===== src/rtl/reqEngPkg.sv =====
package reqEngPkg;

  localparam int MAX_TAG_W = 6;

  typedef enum logic [1:0] {
    ENG_IDLE  = 2'd0,
    ENG_RUN   = 2'd1,
    ENG_DRAIN = 2'd2
  } engState_t;

  // strobes from control to datapath
  typedef struct packed {
    logic                 loadCmd;   // go accepted this cycle
    logic                 accept;    // request handshake this cycle
    logic                 useReplay; // offered request is a replay
    logic [MAX_TAG_W-1:0] tag;       // tag of the offered request
  } engStrobe_t;

endpackage


===== src/rtl/reqEngPick.sv =====
// Lowest set bit finder.
module reqEngPick #(
  parameter int N = 64,
  parameter int IDX_W = $clog2(N)
) (
  input  logic [N-1:0]     vec,
  output logic             any,
  output logic [IDX_W-1:0] idx
);

  always_comb begin
    idx = '0;
    for (int i = N - 1; i >= 0; i--) begin
      if (vec[i]) idx = IDX_W'(i);
    end
  end

  assign any = |vec;

endmodule


===== src/rtl/reqEngCtrl.sv =====
module reqEngCtrl
  import reqEngPkg::*;
#(
  parameter int TAG_W = 6,
  parameter int CNT_W = 16
) (
  input  logic                  clk,
  input  logic                  rstN,
  input  logic                  cmdGo,
  input  logic [CNT_W-1:0]      cmdCount,
  input  logic                  cmdAbort,
  input  logic                  reqReady,
  input  logic                  s2Nack,
  input  logic                  respValid,
  input  logic [TAG_W-1:0]      respTag,
  output logic                  reqValid,
  output logic [TAG_W-1:0]      reqTag,
  output logic                  s1Kill,
  output logic                  s2Kill,
  output logic                  busy,
  output logic                  done,
  output logic [(1<<TAG_W)-1:0] pendVec,
  output engStrobe_t            strb
);

  localparam int NT = 1 << TAG_W;

  if (TAG_W > MAX_TAG_W) begin : gTagCheck
    $error("TAG_W exceeds the cache tag field");
  end

  engState_t        state, stateNext;
  logic [NT-1:0]    pend, pendNext, queued, queuedNext;
  logic [CNT_W-1:0] countReg, issued;
  logic             s1Valid, s2Valid;
  logic [TAG_W-1:0] s1Tag, s2Tag;
  logic             doneReg;

  logic             queuedAny, freeAny, canNew, useReplay, accept, nackHit;
  logic             goAccept, finishRun;
  logic [TAG_W-1:0] replayTag, newTag, issueTag;
  logic [NT-1:0]    setMask, respMask, killMask, replayMask, nackMask, dropMask;

  reqEngPick #(.N(NT), .IDX_W(TAG_W)) uReplayPick (
    .vec(queued), .any(queuedAny), .idx(replayTag)
  );

  reqEngPick #(.N(NT), .IDX_W(TAG_W)) uFreePick (
    .vec(~pend), .any(freeAny), .idx(newTag)
  );

  // issue selection
  assign canNew    = (issued < countReg) && freeAny;
  assign useReplay = queuedAny;
  assign issueTag  = useReplay ? replayTag : newTag;
  assign reqValid  = (state == ENG_RUN) && !cmdAbort && (queuedAny || canNew);
  assign reqTag    = issueTag;
  assign accept    = reqValid && reqReady;
  assign goAccept  = (state == ENG_IDLE) && cmdGo;

  // staged cancel and rejection
  assign s1Kill  = cmdAbort && s1Valid;
  assign s2Kill  = cmdAbort && s2Valid;
  assign nackHit = s2Valid && s2Nack && !cmdAbort;

  always_comb begin
    setMask    = '0;
    respMask   = '0;
    killMask   = '0;
    replayMask = '0;
    nackMask   = '0;
    if (accept && !useReplay) setMask = NT'(1) << newTag;
    if (accept && useReplay) replayMask = NT'(1) << replayTag;
    if (respValid) respMask = NT'(1) << respTag;
    if (s1Kill) killMask = killMask | (NT'(1) << s1Tag);
    if (s2Kill) killMask = killMask | (NT'(1) << s2Tag);
    if (nackHit) nackMask = NT'(1) << s2Tag;
  end

  assign dropMask   = cmdAbort ? queued : '0;
  assign pendNext   = (pend | setMask) & ~respMask & ~killMask & ~dropMask;
  assign queuedNext = cmdAbort ? '0 : ((queued & ~replayMask) | nackMask);

  assign finishRun = (issued == countReg) && (pend == '0) && !queuedAny;

  always_comb begin
    stateNext = state;
    case (state)
      ENG_IDLE:  if (cmdGo) stateNext = ENG_RUN;
      ENG_RUN: begin
        if (cmdAbort) stateNext = ENG_DRAIN;
        else if (finishRun) stateNext = ENG_IDLE;
      end
      ENG_DRAIN: if (pend == '0) stateNext = ENG_IDLE;
      default:   stateNext = ENG_IDLE;
    endcase
  end

  always_ff @(posedge clk) begin
    if (!rstN) begin
      state    <= ENG_IDLE;
      pend     <= '0;
      queued   <= '0;
      countReg <= '0;
      issued   <= '0;
      s1Valid  <= 1'b0;
      s2Valid  <= 1'b0;
      s1Tag    <= '0;
      s2Tag    <= '0;
      doneReg  <= 1'b0;
    end else begin
      state   <= stateNext;
      pend    <= pendNext;
      queued  <= queuedNext;
      doneReg <= (state == ENG_RUN) && !cmdAbort && finishRun;
      if (goAccept) begin
        countReg <= cmdCount;
        issued   <= '0;
      end else if (accept && !useReplay) begin
        issued <= issued + CNT_W'(1);
      end
      s1Valid <= accept;
      s1Tag   <= issueTag;
      s2Valid <= s1Valid && !cmdAbort;
      s2Tag   <= s1Tag;
    end
  end

  assign busy    = (state != ENG_IDLE);
  assign done    = doneReg;
  assign pendVec = pend;

  always_comb begin
    strb           = '0;
    strb.loadCmd   = goAccept;
    strb.accept    = accept;
    strb.useReplay = useReplay;
    strb.tag       = MAX_TAG_W'(issueTag);
  end

endmodule


===== src/rtl/reqEngData.sv =====
module reqEngData
  import reqEngPkg::*;
#(
  parameter int TAG_W  = 6,
  parameter int ADDR_W = 32,
  parameter int DATA_W = 64,
  parameter int STRIDE = 8
) (
  input  logic              clk,
  input  logic              rstN,
  input  engStrobe_t        strb,
  input  logic [ADDR_W-1:0] cmdBase,
  input  logic              cmdStore,
  input  logic [DATA_W-1:0] cmdData,
  output logic [ADDR_W-1:0] reqAddr,
  output logic              reqStore,
  output logic [DATA_W-1:0] s1Data
);

  localparam int NT = 1 << TAG_W;

  logic [ADDR_W-1:0] nextAddr, s1Addr;
  logic [DATA_W-1:0] dataReg;
  logic              storeReg;
  logic [TAG_W-1:0]  tagIdx;
  logic [ADDR_W-1:0] addrTable [NT];

  assign tagIdx = strb.tag[TAG_W-1:0];

  // per-tag address storage, kept for replays
  for (genvar t = 0; t < NT; t++) begin : gAddrRow
    always_ff @(posedge clk) begin
      if (!rstN) addrTable[t] <= '0;
      else if (strb.accept && !strb.useReplay && (tagIdx == TAG_W'(t)))
        addrTable[t] <= nextAddr;
    end
  end

  always_ff @(posedge clk) begin
    if (!rstN) begin
      nextAddr <= '0;
      dataReg  <= '0;
      storeReg <= 1'b0;
      s1Addr   <= '0;
    end else begin
      if (strb.loadCmd) begin
        nextAddr <= cmdBase;
        dataReg  <= cmdData;
        storeReg <= cmdStore;
      end else if (strb.accept && !strb.useReplay) begin
        nextAddr <= nextAddr + ADDR_W'(STRIDE);
      end
      if (strb.accept) s1Addr <= reqAddr;
    end
  end

  assign reqAddr  = strb.useReplay ? addrTable[tagIdx] : nextAddr;
  assign reqStore = storeReg;
  assign s1Data   = dataReg ^ DATA_W'(s1Addr);

endmodule


===== src/rtl/tagLoadEngine.sv =====
module tagLoadEngine
  import reqEngPkg::*;
#(
  parameter int TAG_W  = 6,
  parameter int ADDR_W = 32,
  parameter int DATA_W = 64,
  parameter int CNT_W  = 16,
  parameter int STRIDE = 8
) (
  input  logic              clk,
  input  logic              rstN,
  input  logic              cmdGo,
  input  logic [ADDR_W-1:0] cmdBase,
  input  logic [CNT_W-1:0]  cmdCount,
  input  logic              cmdStore,
  input  logic [DATA_W-1:0] cmdData,
  input  logic              cmdAbort,
  output logic              reqValid,
  input  logic              reqReady,
  output logic [ADDR_W-1:0] reqAddr,
  output logic [TAG_W-1:0]  reqTag,
  output logic              reqStore,
  output logic [DATA_W-1:0] s1Data,
  output logic              s1Kill,
  output logic              s2Kill,
  input  logic              s2Nack,
  input  logic              respValid,
  input  logic [TAG_W-1:0]  respTag,
  output logic              busy,
  output logic              done
);

  engStrobe_t              strb;
  logic [(1<<TAG_W)-1:0]   pendVec;

  reqEngCtrl #(.TAG_W(TAG_W), .CNT_W(CNT_W)) uCtrl (
    .clk(clk), .rstN(rstN), .cmdGo(cmdGo), .cmdCount(cmdCount),
    .cmdAbort(cmdAbort), .reqReady(reqReady), .s2Nack(s2Nack),
    .respValid(respValid), .respTag(respTag), .reqValid(reqValid),
    .reqTag(reqTag), .s1Kill(s1Kill), .s2Kill(s2Kill), .busy(busy),
    .done(done), .pendVec(pendVec), .strb(strb)
  );

  reqEngData #(.TAG_W(TAG_W), .ADDR_W(ADDR_W), .DATA_W(DATA_W), .STRIDE(STRIDE)) uData (
    .clk(clk), .rstN(rstN), .strb(strb), .cmdBase(cmdBase),
    .cmdStore(cmdStore), .cmdData(cmdData), .reqAddr(reqAddr),
    .reqStore(reqStore), .s1Data(s1Data)
  );

endmodule


===== config.mk =====
export PLATFORM = sky130hd
export DESIGN_NAME = tagLoadEngine
export DESIGN_NICKNAME = d
export VERILOG_FILES = /design/src/rtl/reqEngPkg.sv /design/src/rtl/reqEngPick.sv /design/src/rtl/reqEngCtrl.sv /design/src/rtl/reqEngData.sv /design/src/rtl/tagLoadEngine.sv
export SDC_FILE = /design/constraint.sdc
export NUM_CORES = 2
export LEC_CHECK = 0
export BUFFER_PORTS_ARGS = -buffer_cell sky130_fd_sc_hd__buf_4
export CELL_PAD_IN_SITES_DETAIL_PLACEMENT = 1
export CELL_PAD_IN_SITES_GLOBAL_PLACEMENT = 1
export CORE_MARGIN = 1.5
export CORE_UTILIZATION = 57
export CTS_CLUSTER_DIAMETER = 80
export DETAILED_ROUTE_END_ITERATION = 12
export PLACE_DENSITY_LB_ADDON = 0.1
export SLEW_MARGIN = 20
export SYNTH_ARGS = -nofsm -noshare
export SYNTH_HDL_FRONTEND = slang
export SYNTH_HIERARCHICAL = 1
export SYNTH_SLANG_ARGS = --single-unit

===== constraint.sdc =====
create_clock -name clk -period 14.8 [get_ports clk]
set_input_delay 0.74 -clock clk [delete_from_list [all_inputs] [get_ports clk]]
set_output_delay 0.74 -clock clk [all_outputs]
set_load 0.03 [all_outputs]

Word-level counts from Yosys, hierarchy flattened

Memory sizes are Yosys's and may differ from the RTL's.
Index checks and enable logic that the tools add are counted.
Widths: inputs -> output; s select.

Bits in registers: 306
Latch bits: 0
Bits in writable memories: 2048
Memory bits (read-only): 0
Input port bits: 126
Output and inout port bits: 108
Word-level logic and storage cells: 663
Memories: 1

Add/sub/neg operators: 2
$mul: 0
Div/mod/pow operators: 0
Order comparisons: 1
Equal/unequal tests: 69
Shift operators: 5
Muxes and demuxes: 401
Bitwise gates (word level): 78
Reductions and logical operators: 92

Memories:

| name            | depth | width | rd ports | clocked after memory_dff | write ports | RTL line         | RTL |
|---|---|---|---|---|---|---|---|
| uData.addrTable | 64    | 32    | 1        | 0                        | 64          | reqEngData.sv:26 | `logic [ADDR_W-1:0] addrTable [NT];` |

Operator list:

| operator              | number |
|---|---|
| $mux 32               | 67 |
| $mux 6                | 129 |
| $mux 64               | 7 |
| $not 64->64           | 5 |
| $shl 1x6->64 const A  | 5 |
| $and 64x64->64        | 4 |
| $mux 1                | 193 |
| $eq 6x6->1 const B    | 32 |
| $or 64x64->64         | 3 |
| $reduce_or 64->1      | 2 |
| $eq 6x5->1 const B    | 16 |
| $logic_and 1x1->1     | 79 |
| $logic_not 64->1      | 1 |
| $or 1x1->1            | 64 |
| $xor 64x32->64        | 1 |
| $eq 6x4->1 const B    | 8 |
| $add 32x4->32 const B | 1 |
| $eq 6x3->1 const B    | 4 |
| $add 16x1->16 const B | 1 |
| $eq 16x16->1          | 1 |
| $lt 16x16->1          | 1 |
| $eq 6x2->1 const B    | 2 |
| $mux 2                | 4 |
| $eq 6x1->1 const B    | 1 |
| 14 further kinds      | 17 |

Logic depth before layout (Yosys ltp)

Depth in word-level cells: 72
Gate-level depth with buffers: 22
Mapped depth without buffers: 17

By module

The synthesis kept the hierarchy.

By module, submodules not included:

| module     | instances | cells an instance | area each (um2) | sequential area each (um2) |
|---|---|---|---|---|
| reqEngData | 1         | 6718              | 99233.9         | 64081.5 |
| reqEngCtrl | 1         | 1316              | 9874.5          | 3543.4 |
| reqEngPick | 2         | 145               | 887.1           | 0.0 |

Worst setup path after synthesis

No wires, ideal clock.

Path type: reg-to-reg
Start point: register uCtrl.queued[62]
End point: memory uData.addrTable[48][0], enable pin
Setup time: 0.466 ns
Arrival time: 5.757 ns
Data required time: 14.334 ns
Setup slack: 8.578 ns
Cell stages (with the launch flop): 15
Path buffers: 6
Period minus slack after synthesis: 6.222 ns
Path through: dfxtp_1 or4_4 nor4b_4 nand3_2 nor2_2 nand3b_1 clkbuf_1 mux2_2 buf_4 clkbuf_1 clkbuf_1 buf_2 nand3_1 clkbuf_1 o21ai_0

RTL lines:

| what                   | RTL line          | RTL |
|---|---|---|
| start, declared        | reqEngCtrl.sv:33  | `logic [NT-1:0] pend, pendNext, queued, queuedNext;` |
| start signal, assigned | reqEngCtrl.sv:114 | `queued <= queuedNext;` |
| end, declared          | reqEngData.sv:26  |  |

Final worst setup path

Start point: register uCtrl.queued[59]
End point: output port reqAddr[23]

Longest elaborated chain between the ends: 63
Elaborated cells on any way between the ends: 64
Those cells by class: 62 x mux; 1 x reduce/logical; 1 x memory

RTL lines:

| what                   | RTL line            | RTL |
|---|---|---|
| $mux 6 (60 in series)  | reqEngPick.sv:14    | `if (vec[i]) idx = IDX_W'(i);` |
| net uCtrl.replayTag[0] | reqEngCtrl.sv:41    | `logic [TAG_W-1:0] replayTag, newTag, issueTag;` |
| $mux 6                 | reqEngCtrl.sv:55    | `assign issueTag = useReplay ? replayTag : newTag;` |
| $mem_v2 64x32          | -                   |  |
| $mux 32                | reqEngData.sv:57    | `assign reqAddr = strb.useReplay ? addrTable[tagIdx] : nextAddr;` |
| end, declared          | tagLoadEngine.sv:20 | `output logic [ADDR_W-1:0] reqAddr,` |

The timed path passes the listed nets, and every way through them passes these cells.

==> results.py <==
metrics = {
    "status": {
        "status": "finished, final reports clean",
    },
    "detailed_routing": {
        "remaining_drc_errors": 0,
        "detail_route.iter0.violations": 10948,
        "drt_pass1_iterations": 6,
        "postRouteAntennaNets": 0,
        "wire_per_inst_um": 36.0,
        "drt-vias-per-instance": 6.85,
        "vias": 75430,
        "drt-total-wl_um": 396000,
    },
    "timing": {
        "timing.final.crit_share_pct": 58.5,
        "drv_slew": 0,
        "finalHoldViolations": 0,
        "rsz0062_at_grt": "false",
        "tightest_slew_ps": 1280,
        "tns_ps": 0,
        "max_slew_margin_pct": 14.3,
        "whs_ps": 99.7,
        "clock.fmax_mhz": 115,
        "fin_crit_ps": 8660,
        "setup_slack_ps": 6140,
        "setup-violations-final": 0,
        "finClkSkew_ps": 55.8,
    },
    "logic_synthesis": {
        "synthesis.area_um2": 111000,
        "syn-num-nets": 8468,
        "synthArstFlopShare_pct": 0,
        "yosysTopAreaCellShare_pct": 55.5,
        "ys_warn_count": 6,
        "yosys_register_bits": 2354,
        "yosysTopAreaCell": "edfxtp_1",
        "synth_area_leaders": "edfxtp_1, and2_1, mux4_2",
        "netlist_instances": 8324,
        "synth_edf_count": 2048,
        "synth_top_flop_cell": "edfxtp_1",
        "synth_cell_types": 92,
        "seq_area_frac_synth_pct": 61.0,
        "syn_area_per_cell_um2": 13.3,
    },
    "power_and_ir_drop": {
        "ir_drop_v": 0.000139,
        "power.total_mw": 14.4,
        "leakagePower_nw": 41.2,
        "p_per_area_nw_per_um2": 117,
    },
    "clock_tree": {
        "clk_latency_ps": 920,
        "cts_buffer_depth": 3,
        "cts_tree": "done",
        "clkTransAtPathRegs_ps": 60,
        "cts_root_buf": "clkbuf_16",
        "cts_resized": 0,
        "cts_setup_buffers": 0,
        "ctsHtreeMaxLevel": 4,
        "cts-buffers-inserted": 237,
        "cts.sinks": 2354,
        "ctsHoldBuffers": 0,
    },
    "floorplanning": {
        "fp.dieW_um": 444,
        "dieHeight_um": 444,
        "core-area_um2": 193000,
        "io_pins": 234,
        "core.rowCount": 161,
        "dieArea_um2": 197000,
        "initial_core_util_pct": 57.5,
    },
    "flow_run": {
        "drv_cap": 0,
    },
    "setup_path": {
        "endpoint_kind": "output port",
        "path_max_fanout": 70,
        "cp-endpoint": "reqAddr[23]",
        "rr_worst_depth": 16,
        "r2r_end": "uData/addrTable[42][8]",
        "rrSetupSlack_ps": 7710,
        "crit_type": "flip-flop to output port",
        "startpoint_type": "flip-flop",
        "reg2reg_from": "uCtrl/queued[62]",
        "required_ps": 14060,
        "cp-startpoint": "uCtrl/queued[59]",
        "arrival_ps": 7920,
    },
    "global_routing": {
        "overflow": 0,
        "grt_max_degree": 104,
        "antenna_found_initial": 27,
        "grt_pass1_vias": 77514,
        "groute.usage.overall_pct": 39.9,
        "grt_pass1_wl_um": 562000,
    },
    "final_layout": {
        "final_cell_mix": "edfxtp_1, and2_1, buf_4",
        "syn_to_final_growth_pct": 10.6,
        "finalInstanceArea_um2": 123000,
        "final_common_cell": "edfxtp_1",
        "drive_gt1_share_pct": 17.8,
        "final_core_util_pct": 63.6,
        "layoutNonFillerInstCount": 11012,
        "fin_nets": 8415,
    },
    "place": {
        "dp_cells": 10558,
        "io_buffer_count": 233,
        "pre_cts_ws_ps": 7110,
        "dpl.hpwl_um": 246000,
        "dpl_cell_area_um2": 115000,
        "gp_congestion": 0.960,
    },
    "hold_path": {
        "holdCritPathClass": "input port to flip-flop",
        "whs_path_depth": 3,
    },
}
## cells in the mapped netlist (12+ instances only)
cell type,instances
nand3_1,83
a22oi_1,200
o21ai_0,180
a31oi_1,17
buf_6,31
a21oi_1,216
a22o_1,14
mux2i_1,419
edfxtp_1,2048
or3_1,22
mux4_2,400
inv_1,115
nand4_1,101
buf_2,91
a221o_1,29
a221oi_1,35
ha_1,18
a211oi_1,18
mux2_2,18
o211ai_1,46
buf_4,94
nand2_1,306
nor2_1,195
o22ai_1,17
a211oi_2,12
nor3_1,374
xnor2_1,17
clkbuf_1,556
and3_1,20
o31ai_1,27
nor2b_1,99
nor2_2,41
nand2b_1,41
and2_1,1768
nor4_1,59
nand3b_1,13
buf_1,27
dfxtp_1,306
xor2_1,43
## power by group
part	switching, mW	internal (mW)	total [mW]
combinational	0.729	0.272	1.00
clock	2.63	3.20	5.83
sequential	0.107	7.47	7.58
total	3.47	10.9	14.4
## logic make-up after synthesis
group                    Yosys count  share of synthesized area, %
AND/OR/NAND/NOR                 3200                          16.7
buffers and inverters            917                          3.76
multiplexers                     837                          12.1
XOR/XNOR                          60                         0.474
adder cells (fa/ha/maj)           18                         0.203
AO/OA/AOI/OAI                    938                          5.77
flip-flops                      2354                          61.0
## sequential cells by signal (all words and copies together), names as in the netlist
name	cells
uCtrl/s1Tag	6
uCtrl/issued	16
uCtrl/s2Valid	1
uCtrl/state	2
uCtrl/s1Valid	1
uData/dataReg	64
uCtrl/queued	64
uData/nextAddr	32
uCtrl/countReg	16
uCtrl/pendVec	64
uCtrl/s2Tag	6
uData/reqStore	1
uCtrl/done	1
uData/addrTable	2048
uData/s1Addr	32
## layer usage
layer / share of wire, % / routed length [um] / track usage [%]
met1: 36 / 143000 / 51.8
met2: 46 / 181000 / 61.6
met3: 12 / 46500 / 9.97
met4: 6.4 / 25500 / 22.2
met5: 0.015 / 59 / 0
## worst min-delay path by stage
stage | from | to | slack (ps)
3_3_place_gp | uCtrl/countReg[11] | uCtrl/countReg[11] | 450
3_5_place_dp | uCtrl/countReg[6] | uCtrl/countReg[6] | 450
2_1_floorplan | uCtrl/countReg[10] | uCtrl/countReg[10] | 440
4_1_cts | cmdData[62] | uData/dataReg[62] | 40
5_1_grt | cmdData[1] | uData/dataReg[1] | 80
6_report | cmdData[62] | uData/dataReg[62] | 100
## layout make-up
class | instances | area [um^2]
fillers | 18044 | 70300
flip-flops and latches | 2354 | 67700
multi-input cells | 5053 | 40100
clock buffers | 312 | 6400
repair buffers | 510 | 3910
well taps | 2526 | 3160
clock inverters | 132 | 968
inverters | 115 | 437
diodes | 10 | 25.0
## worst max-delay path: stages, from the launching register on
cell      delay [ps]
dfxtp_1          490
inv_1             70
a221oi_1         340
o211ai_1         180
o211a_1          280
o311ai_1         880
mux2_8           770
buf_12           510
buf_4            720
mux4_2           600
mux2i_1          170
o22ai_1          350
a211oi_1         770
and3_1           360
nor2_1           130
buf_4            190
(Power assumes the default switching activity.)
